===== config.mk =====
export PLATFORM = sky130hd
export DESIGN_NAME = mcell_macrocell
export DESIGN_NICKNAME = d
export VERILOG_FILES = /design/src/rtl/mcell_pkg.sv /design/src/rtl/mcell_clk.sv /design/src/rtl/mcell_ff.sv /design/src/rtl/mcell_route.sv /design/src/rtl/mcell_macrocell.sv
export SDC_FILE = /design/constraint.sdc
export NUM_CORES = 1
export LEC_CHECK = 0
export BUFFER_PORTS_ARGS = -buffer_cell sky130_fd_sc_hd__buf_2
export CAP_MARGIN = 20
export CORE_AREA = 2 2 39 41
export CTS_CLUSTER_DIAMETER = 120
export DETAILED_ROUTE_END_ITERATION = 8
export DIE_AREA = 0 0 41 43
export PLACE_DENSITY = 0.41
export REMOVE_ABC_BUFFERS = 1
export SETUP_SLACK_MARGIN = 0.02
export SLEW_MARGIN = 30
export SYNTH_ARGS = -nofsm -noshare
export SYNTH_HDL_FRONTEND = slang
export SYNTH_SLANG_ARGS = --single-unit
export TNS_END_PERCENT = 20

===== constraint.sdc =====
create_clock -name clk -period 1.9 [get_ports clk]
set_clock_uncertainty 0.2 [all_clocks]
set_input_delay 0.38 -clock clk [delete_from_list [all_inputs] [get_ports clk]]
set_output_delay 0.38 -clock clk [all_outputs]
set_load 0.05 [all_outputs]

===== src/rtl/mcell_pkg.sv =====
package mcell_pkg;

  localparam int CFG_W = 4;

  typedef enum logic [1:0] {
    FB_PIN  = 2'b00,
    FB_SUM  = 2'b01,
    FB_REG  = 2'b10,
    FB_RSVD = 2'b11
  } fb_sel_e;

  // packed order matches cfg[3:2], cfg[1], cfg[0]
  typedef struct packed {
    fb_sel_e fb;
    logic    regd;
    logic    inv;
  } mode_t;

  function automatic mode_t decode_mode(input logic [CFG_W-1:0] c);
    mode_t m;
    m = c;
    if (m.fb == FB_RSVD) begin
      m.fb   = FB_PIN;
      m.regd = 1'b0;
      m.inv  = 1'b0;
    end
    return m;
  endfunction

endpackage


===== src/rtl/mcell_clk.sv =====
module mcell_clk (
  input  logic clk,
  input  logic rst,
  input  logic clk_pin,
  input  logic clk_pt,
  input  logic clk_sel,
  input  logic clk_inv,
  output logic cap_edge
);

  logic src;
  logic src_prev;

  always_comb src = (clk_sel ? clk_pt : clk_pin) ^ clk_inv;

  // preset high so a source already high after reset is not a capture
  always_ff @(posedge clk) begin
    if (rst) src_prev <= 1'b1;
    else     src_prev <= src;
  end

  always_comb cap_edge = src & ~src_prev;

endmodule


===== src/rtl/mcell_ff.sv =====
module mcell_ff #(
  parameter logic RESET_Q = 1'b0
) (
  input  logic clk,
  input  logic rst,
  input  logic cap_edge,
  input  logic d,
  input  logic preset,
  input  logic clear,
  output logic q_now
);

  logic q_r;

  always_ff @(posedge clk) begin
    if (rst)           q_r <= RESET_Q;
    else if (clear)    q_r <= 1'b0;
    else if (cap_edge) q_r <= preset ? 1'b1 : d;
  end

  // clear masks the state within the same cycle
  always_comb q_now = clear ? 1'b0 : q_r;

endmodule


===== src/rtl/mcell_route.sv =====
module mcell_route
  import mcell_pkg::*;
(
  input  mode_t mode,
  input  logic  sum,
  input  logic  q_now,
  input  logic  pin_in,
  input  logic  oe_term,
  output logic  pin_out,
  output logic  pin_oe,
  output logic  fb
);

  logic core;

  always_comb begin
    core    = mode.regd ? q_now : sum;
    pin_out = core ^ mode.inv;
    pin_oe  = oe_term;
    unique case (mode.fb)
      FB_SUM:  fb = sum;
      FB_REG:  fb = q_now;
      default: fb = pin_in;
    endcase
  end

endmodule


===== src/rtl/mcell_macrocell.sv =====
module mcell_macrocell
  import mcell_pkg::*;
#(
  parameter logic RESET_Q = 1'b0
) (
  input  logic             clk,
  input  logic             rst,
  input  logic [CFG_W-1:0] cfg,
  input  logic             clk_sel,
  input  logic             clk_inv,
  input  logic             clk_pin,
  input  logic             clk_pt,
  input  logic             sum_term,
  input  logic             oe_term,
  input  logic             preset_term,
  input  logic             clear_term,
  input  logic             pin_in,
  output logic             pin_out,
  output logic             pin_oe,
  output logic             fb_out
);

  mode_t mode;
  logic  cap_edge;
  logic  q_now;

  always_comb mode = decode_mode(cfg);

  mcell_clk u_clk (
    .clk      (clk),
    .rst      (rst),
    .clk_pin  (clk_pin),
    .clk_pt   (clk_pt),
    .clk_sel  (clk_sel),
    .clk_inv  (clk_inv),
    .cap_edge (cap_edge)
  );

  mcell_ff #(.RESET_Q(RESET_Q)) u_ff (
    .clk      (clk),
    .rst      (rst),
    .cap_edge (cap_edge),
    .d        (sum_term),
    .preset   (preset_term),
    .clear    (clear_term),
    .q_now    (q_now)
  );

  mcell_route u_route (
    .mode    (mode),
    .sum     (sum_term),
    .q_now   (q_now),
    .pin_in  (pin_in),
    .oe_term (oe_term),
    .pin_out (pin_out),
    .pin_oe  (pin_oe),
    .fb      (fb_out)
  );

endmodule


Word level (Yosys, flattened, before mapping):

Index checks and enable logic that the tools add are counted.

* muxes and demuxes: 6
* equal/unequal tests: 3
* reduce and logical (&&, ||, !) cells: 1
* bitwise gates (word level): 4

Operators by type and width (count)
* == test 2 bit, second input constant: 2
* 2-to-1 mux 1 bit: 4
* 2-to-1 mux 4 bit: 1
* == test 2 x 1 -> 1 bit, second input constant: 1
* one-hot mux 1 bit (2 select lines): 1
* OR reduction 2 bit: 1
* XOR 1 bit: 2
* AND 1 bit: 1
* inverter 1 bit: 1

* logic and storage cells: 16
* output and inout bits: 3
* register bits after elaboration: 2

Depth between registers and ports, before layout:

* depth in word-level cells: 4
* mapped depth: 4
* gate-level depth less buffers: 4

Cells and area by module:

A second synthesis with hierarchy kept.

* cells, all modules: 27
* area, all modules: 232.7 um2

Modules (own cells, without submodules)
* mcell_clk: area each 78.8 um2, cells an instance 8, instances 1
* mcell_route: area each 75.1 um2, cells an instance 10, instances 1
* mcell_ff: area each 48.8 um2, cells an instance 5, instances 1
* mcell_macrocell: area each 30.0 um2, cells an instance 4, instances 1

Worst setup path after synthesis:

Ideal clock, no wire load.

* kind: input -> output
* start: input cfg[2]
* end: output fb_out
* cell stages on the path: 3
* arrival: 1.802 ns
* path buffers: 0
* setup slack: -0.482 ns
* cell sequence: inv_1 > ha_1 > o21ai_0

* word-level cells in the longest chain between the ends: 4

RTL lines
* start, declared: line mcell_macrocell.sv:8 `input logic [CFG_W-1:0] cfg,`
* == test 2 bit: line mcell_pkg.sv:22 `if (m.fb == FB_RSVD) begin`
* 2-to-1 mux 4 bit (*): line mcell_pkg.sv:22
* == test 2 bit or == test 2 x 1 -> 1 bit (tied branches): line mcell_route.sv:20 `unique case (mode.fb)`
* one-hot mux 1 bit (2 select lines) (*): line mcell_route.sv:20
* end, declared: line mcell_macrocell.sv:20 `output logic fb_out`

Mark *: on every way between the ends. The rest lies on a longest branch, timed or not.

Worst setup path after layout:

* start: input cfg[2]
* end: output pin_out

* word-level cells in the longest chain between the ends: 4

RTL lines
* == test 2 bit (*): line mcell_pkg.sv:22
* 2-to-1 mux 4 bit (*): line mcell_pkg.sv:22
* 2-to-1 mux 1 bit: line mcell_route.sv:17 `core = mode.regd ? q_now : sum;`
* XOR 1 bit (*): line mcell_route.sv:18 `pin_out = core ^ mode.inv;`
* end, declared: line mcell_macrocell.sv:18 `output logic pin_out,`

Marked as above.

==> out/results.md <==
| Item | This run | Unit |
|---|---|---|
| Number of synthesized register bits | 2 | - |
| Area share of and/or/nand/nor cells after synthesis | 19.7 | % |
| Most area-consuming cells after synthesis | sky130_fd_sc_hd__dfxtp_1 17%, sky130_fd_sc_hd__ha_1 16%, sky130_fd_sc_hd__mux2i_1 8.7% | - |
| Number of search-and-repair iterations in the first detailed-routing pass | 4 | - |
| Worst vdd ir | 0.326 | mV |
| Violated checks | setup timing | - |
| Number of design rule violations left after detail routing | 0 | - |
| Antenna violations before repair | 0 | - |
| Max Buffers Root-to-Sink | 2 | - |
| # H-tree levels | 1 | - |
| Clock slew at reported path FFs | 0.03 | ns |
| Placer Congestion | 0.541 | - |
| Die outline height | 43 | um |
| Count of different cell masters after synthesis | 16 | - |
| Placed cell count | 61 | - |
| CP Capture Type | output pin | - |
| Cell count after synthesis | 29 | - |
| Worst Path Required | 1.32 | ns |
| Arrival time reported for the critical path endpoint | 1.33 | ns |
| Tightest hold margin | 0.161 | ns |
| Area growth from synthesis to final layout | 79.2 | % |
| Cell area after synthesis | 229 | um2 |
| Number of failing setup endpoints in the final timing report | 1 | - |
| Die footprint | 1760 | um2 |
| Proportion of synthesized chip area in sequential cells | 17.5 | % |
| Die Wd | 41 | um |
| Final global-route overflow total | 0 | - |
| Fin crit period | 1.91 | ns |
| Share of the synthesized area in the top cell type | 17.5 | % |
| Layout cell share with drive strength beyond 1 | 54.2 | % |
| Post-synthesis compound-gate area fraction | 21.3 | % |
| Critical-path maximum fanout | 3 | - |
| Combinational family with the most area after synthesis | compound AO/OA/AOI/OAI gates | - |
| Status | finished with violations | - |
| Setup Slack @ Placement | -0.133 | ns |
| Quantity of I/O buffers inserted on ports | 15 | - |
| Iter 0 DRT Violations | 4 | - |
| Total Routing Usage GR | 7.81 | % |
| Leakage power summed over all cells | 0.199 | nW |
| Power per standard cell area | 551 | nW/um2 |
| Count of pins over their slew limit | 0 | - |
| Pin slew with the least headroom to its limit | 0.232 | ns |
| Largest area contributor in the netlist | sky130_fd_sc_hd__dfxtp_1 | - |
| Critical path launch point type | input port | - |
| Multiplexer fraction of the synthesized cell area | 14.8 | % |
| Total half-perimeter wirelength after legalization and detailed placement | 439 | um |
| Worst hold path type | input port to flop | - |
| Via count of the first global-routing pass | 259 | - |
| Mean Syn Cell Area | 7.90 | um2 |
| XOR/XNOR share of the synthesized area | 3.83 | % |
| I/O pin count | 18 | - |
| WL/cell | 8.64 | um |
| Total of max-cap violations | 0 | - |
| Number of antenna cells inserted | 0 | - |
| Endpoints failing hold | 0 | - |
| RSZ-0062 raised after global routing | yes | - |
| Number of buffers inserted during clock tree synthesis | 3 | - |
| Pin count of the biggest net entering global routing | 6 | - |
| Final ANT Viol Nets | 0 | - |
| Fin crit share | 101 | % |
| Wire length reported by the detailed router | 553 | um |
| Final critical-path setup slack | -0.0147 | ns |
| Area of the core | 1380 | um2 |
| Sinks on Clock Net | 2 | - |
| Final layout net count | 68 | - |
| Via total after detailed routing | 263 | - |
| Total number of yosys warnings | 0 | - |
| CTS Hold Buffers Added | 0 | - |
| Adder-cell share of the synthesized area | 16.4 | % |
| TritonCTS clock tree | done | - |
| Wire length of the first global-routing pass | 883 | um |
| Master cell of the clock root buffer | sky130_fd_sc_hd__clkbuf_4 | - |
| Max Fclk | 522 | MHz |
| Detail-routed via count per cell | 4.11 | - |
| Number of standard cells in the layout, taps in and fillers out | 64 | - |
| Worst-skew pair later-pin latency | 0.23 | ns |
| Critical path type | input port to output pin | - |
| Slew HR | 84.2 | % |
| Initial core utilization | 16.5 | % |
| Fraction of the core area covered by cells at the end of the flow | 29.7 | % |
| # rows | 14 | - |
## Yosys cell counts
library cell	instances
sky130_fd_sc_hd__o21bai_1	1
sky130_fd_sc_hd__ha_1	3
sky130_fd_sc_hd__a31o_2	1
sky130_fd_sc_hd__nand2b_1	1
sky130_fd_sc_hd__mux2i_1	2
sky130_fd_sc_hd__a22oi_1	1
sky130_fd_sc_hd__buf_4	1
sky130_fd_sc_hd__xor2_1	1
sky130_fd_sc_hd__nor2_1	3
sky130_fd_sc_hd__a32o_1	1
sky130_fd_sc_hd__nor2b_1	2
sky130_fd_sc_hd__dfxtp_1	2
sky130_fd_sc_hd__nand2_1	4
sky130_fd_sc_hd__o21ai_0	3
sky130_fd_sc_hd__inv_1	2
sky130_fd_sc_hd__mux2i_2	1
## final timing paths
check                 startpoint        endpoint  slack (ns)  cells past startpoint
setup / recovery          cfg[2]         pin_out       -0.01                      6
hold / removal               rst  u_clk.src_prev        0.16                      2
setup reg to reg  u_clk.src_prev        u_ff.q_r        0.89                      3
hold reg to reg         u_ff.q_r        u_ff.q_r        0.25                      2
## layout by cell type, fill, tap and decap left out
master,Yosys,layout
sky130_fd_sc_hd__buf_8,0,2
sky130_fd_sc_hd__nand2b_1,1,1
sky130_fd_sc_hd__inv_1,2,2
sky130_fd_sc_hd__a32o_1,1,1
sky130_fd_sc_hd__buf_6,0,2
sky130_fd_sc_hd__nand2_1,4,4
sky130_fd_sc_hd__dfxtp_1,2,2
sky130_fd_sc_hd__ha_4,0,1
sky130_fd_sc_hd__nor2_1,3,3
sky130_fd_sc_hd__mux2i_1,2,2
sky130_fd_sc_hd__mux2i_2,1,1
sky130_fd_sc_hd__a22oi_2,0,1
sky130_fd_sc_hd__ha_1,3,2
sky130_fd_sc_hd__nor2b_1,2,1
sky130_fd_sc_hd__nor2b_2,0,1
sky130_fd_sc_hd__a31o_2,1,1
sky130_fd_sc_hd__buf_4,1,2
sky130_fd_sc_hd__o21ai_0,3,2
sky130_fd_sc_hd__xor2_1,1,1
sky130_fd_sc_hd__clkbuf_4,0,3
sky130_fd_sc_hd__o21ai_2,0,1
sky130_fd_sc_hd__o21bai_1,1,1
sky130_fd_sc_hd__buf_2,0,11
## area by class of cell
type / instances / area [um2]
Tap cell: 16 / 20.0
Inverter: 2 / 7.51
Fill cell: 154 / 973
Multi-Input combinational cell: 24 / 198
Timing Repair Buffer: 17 / 123
Sequential cell: 2 / 40.0
Clock buffer: 3 / 22.5
## report_power, final
group	internal [mW]	switching (mW)	leakage (nW)	total, mW
Combinational	0.0425	0.0422	0.168	0.0847
Sequential	0.0450	0.00115	0.0165	0.0461
Clock	0.0698	0.0256	0.0138	0.0954
## critical path, stage by stage
cell,delay (ns)
sky130_fd_sc_hd__buf_8,0.10
sky130_fd_sc_hd__ha_4,0.15
sky130_fd_sc_hd__o21bai_1,0.14
sky130_fd_sc_hd__a32o_1,0.19
sky130_fd_sc_hd__a31o_2,0.22
sky130_fd_sc_hd__buf_8,0.15
## registers in the layout, indices dropped and copies added (netlist names)
register and flops:
u_clk.src_prev 1, u_ff.q_r 1
## timing repair
action                                  4_1_cts  5_1_grt
setup buffers                                 0        0
resized for setup                            10        6
cloned                                        0        0
endpoints found under the setup margin        2        2
pin swaps                                     2        2
hold endpoints to repair                      0        0
## layer usage
layer / GRT usage, % / vias up / part of all wire (%)
li1: - / 138 / -
met1: 7.64 / 109 / 45
met2: 10.9 / 16 / 42
met3: 6.81 / 0 / 13
met4: 4.00 / 0 / 0
met5: 0 / - / 0
## logic make-up after synthesis
group / after synthesis
and+or+nand+nor: 10
muxes: 3
xor gates and xnor gates: 1
AOI/OAI and AO/OA: 7
adders and majority gates: 3
DFF: 2
buffers and inverters: 3
## stage by stage
step | area [um2] | TNS (ns) | power [mW]
after floorplan | 221 | -0.482 | 0.0859
final | 410 | -0.0147 | 0.226
after detailed placement | 332 | -0.138 | 0.114
after global routing | 410 | -0.0583 | 0.248
after global placement | 332 | -0.128 | 0.114
after CTS | 392 | -0.0260 | 0.226
(Power assumes the default switching activity.)
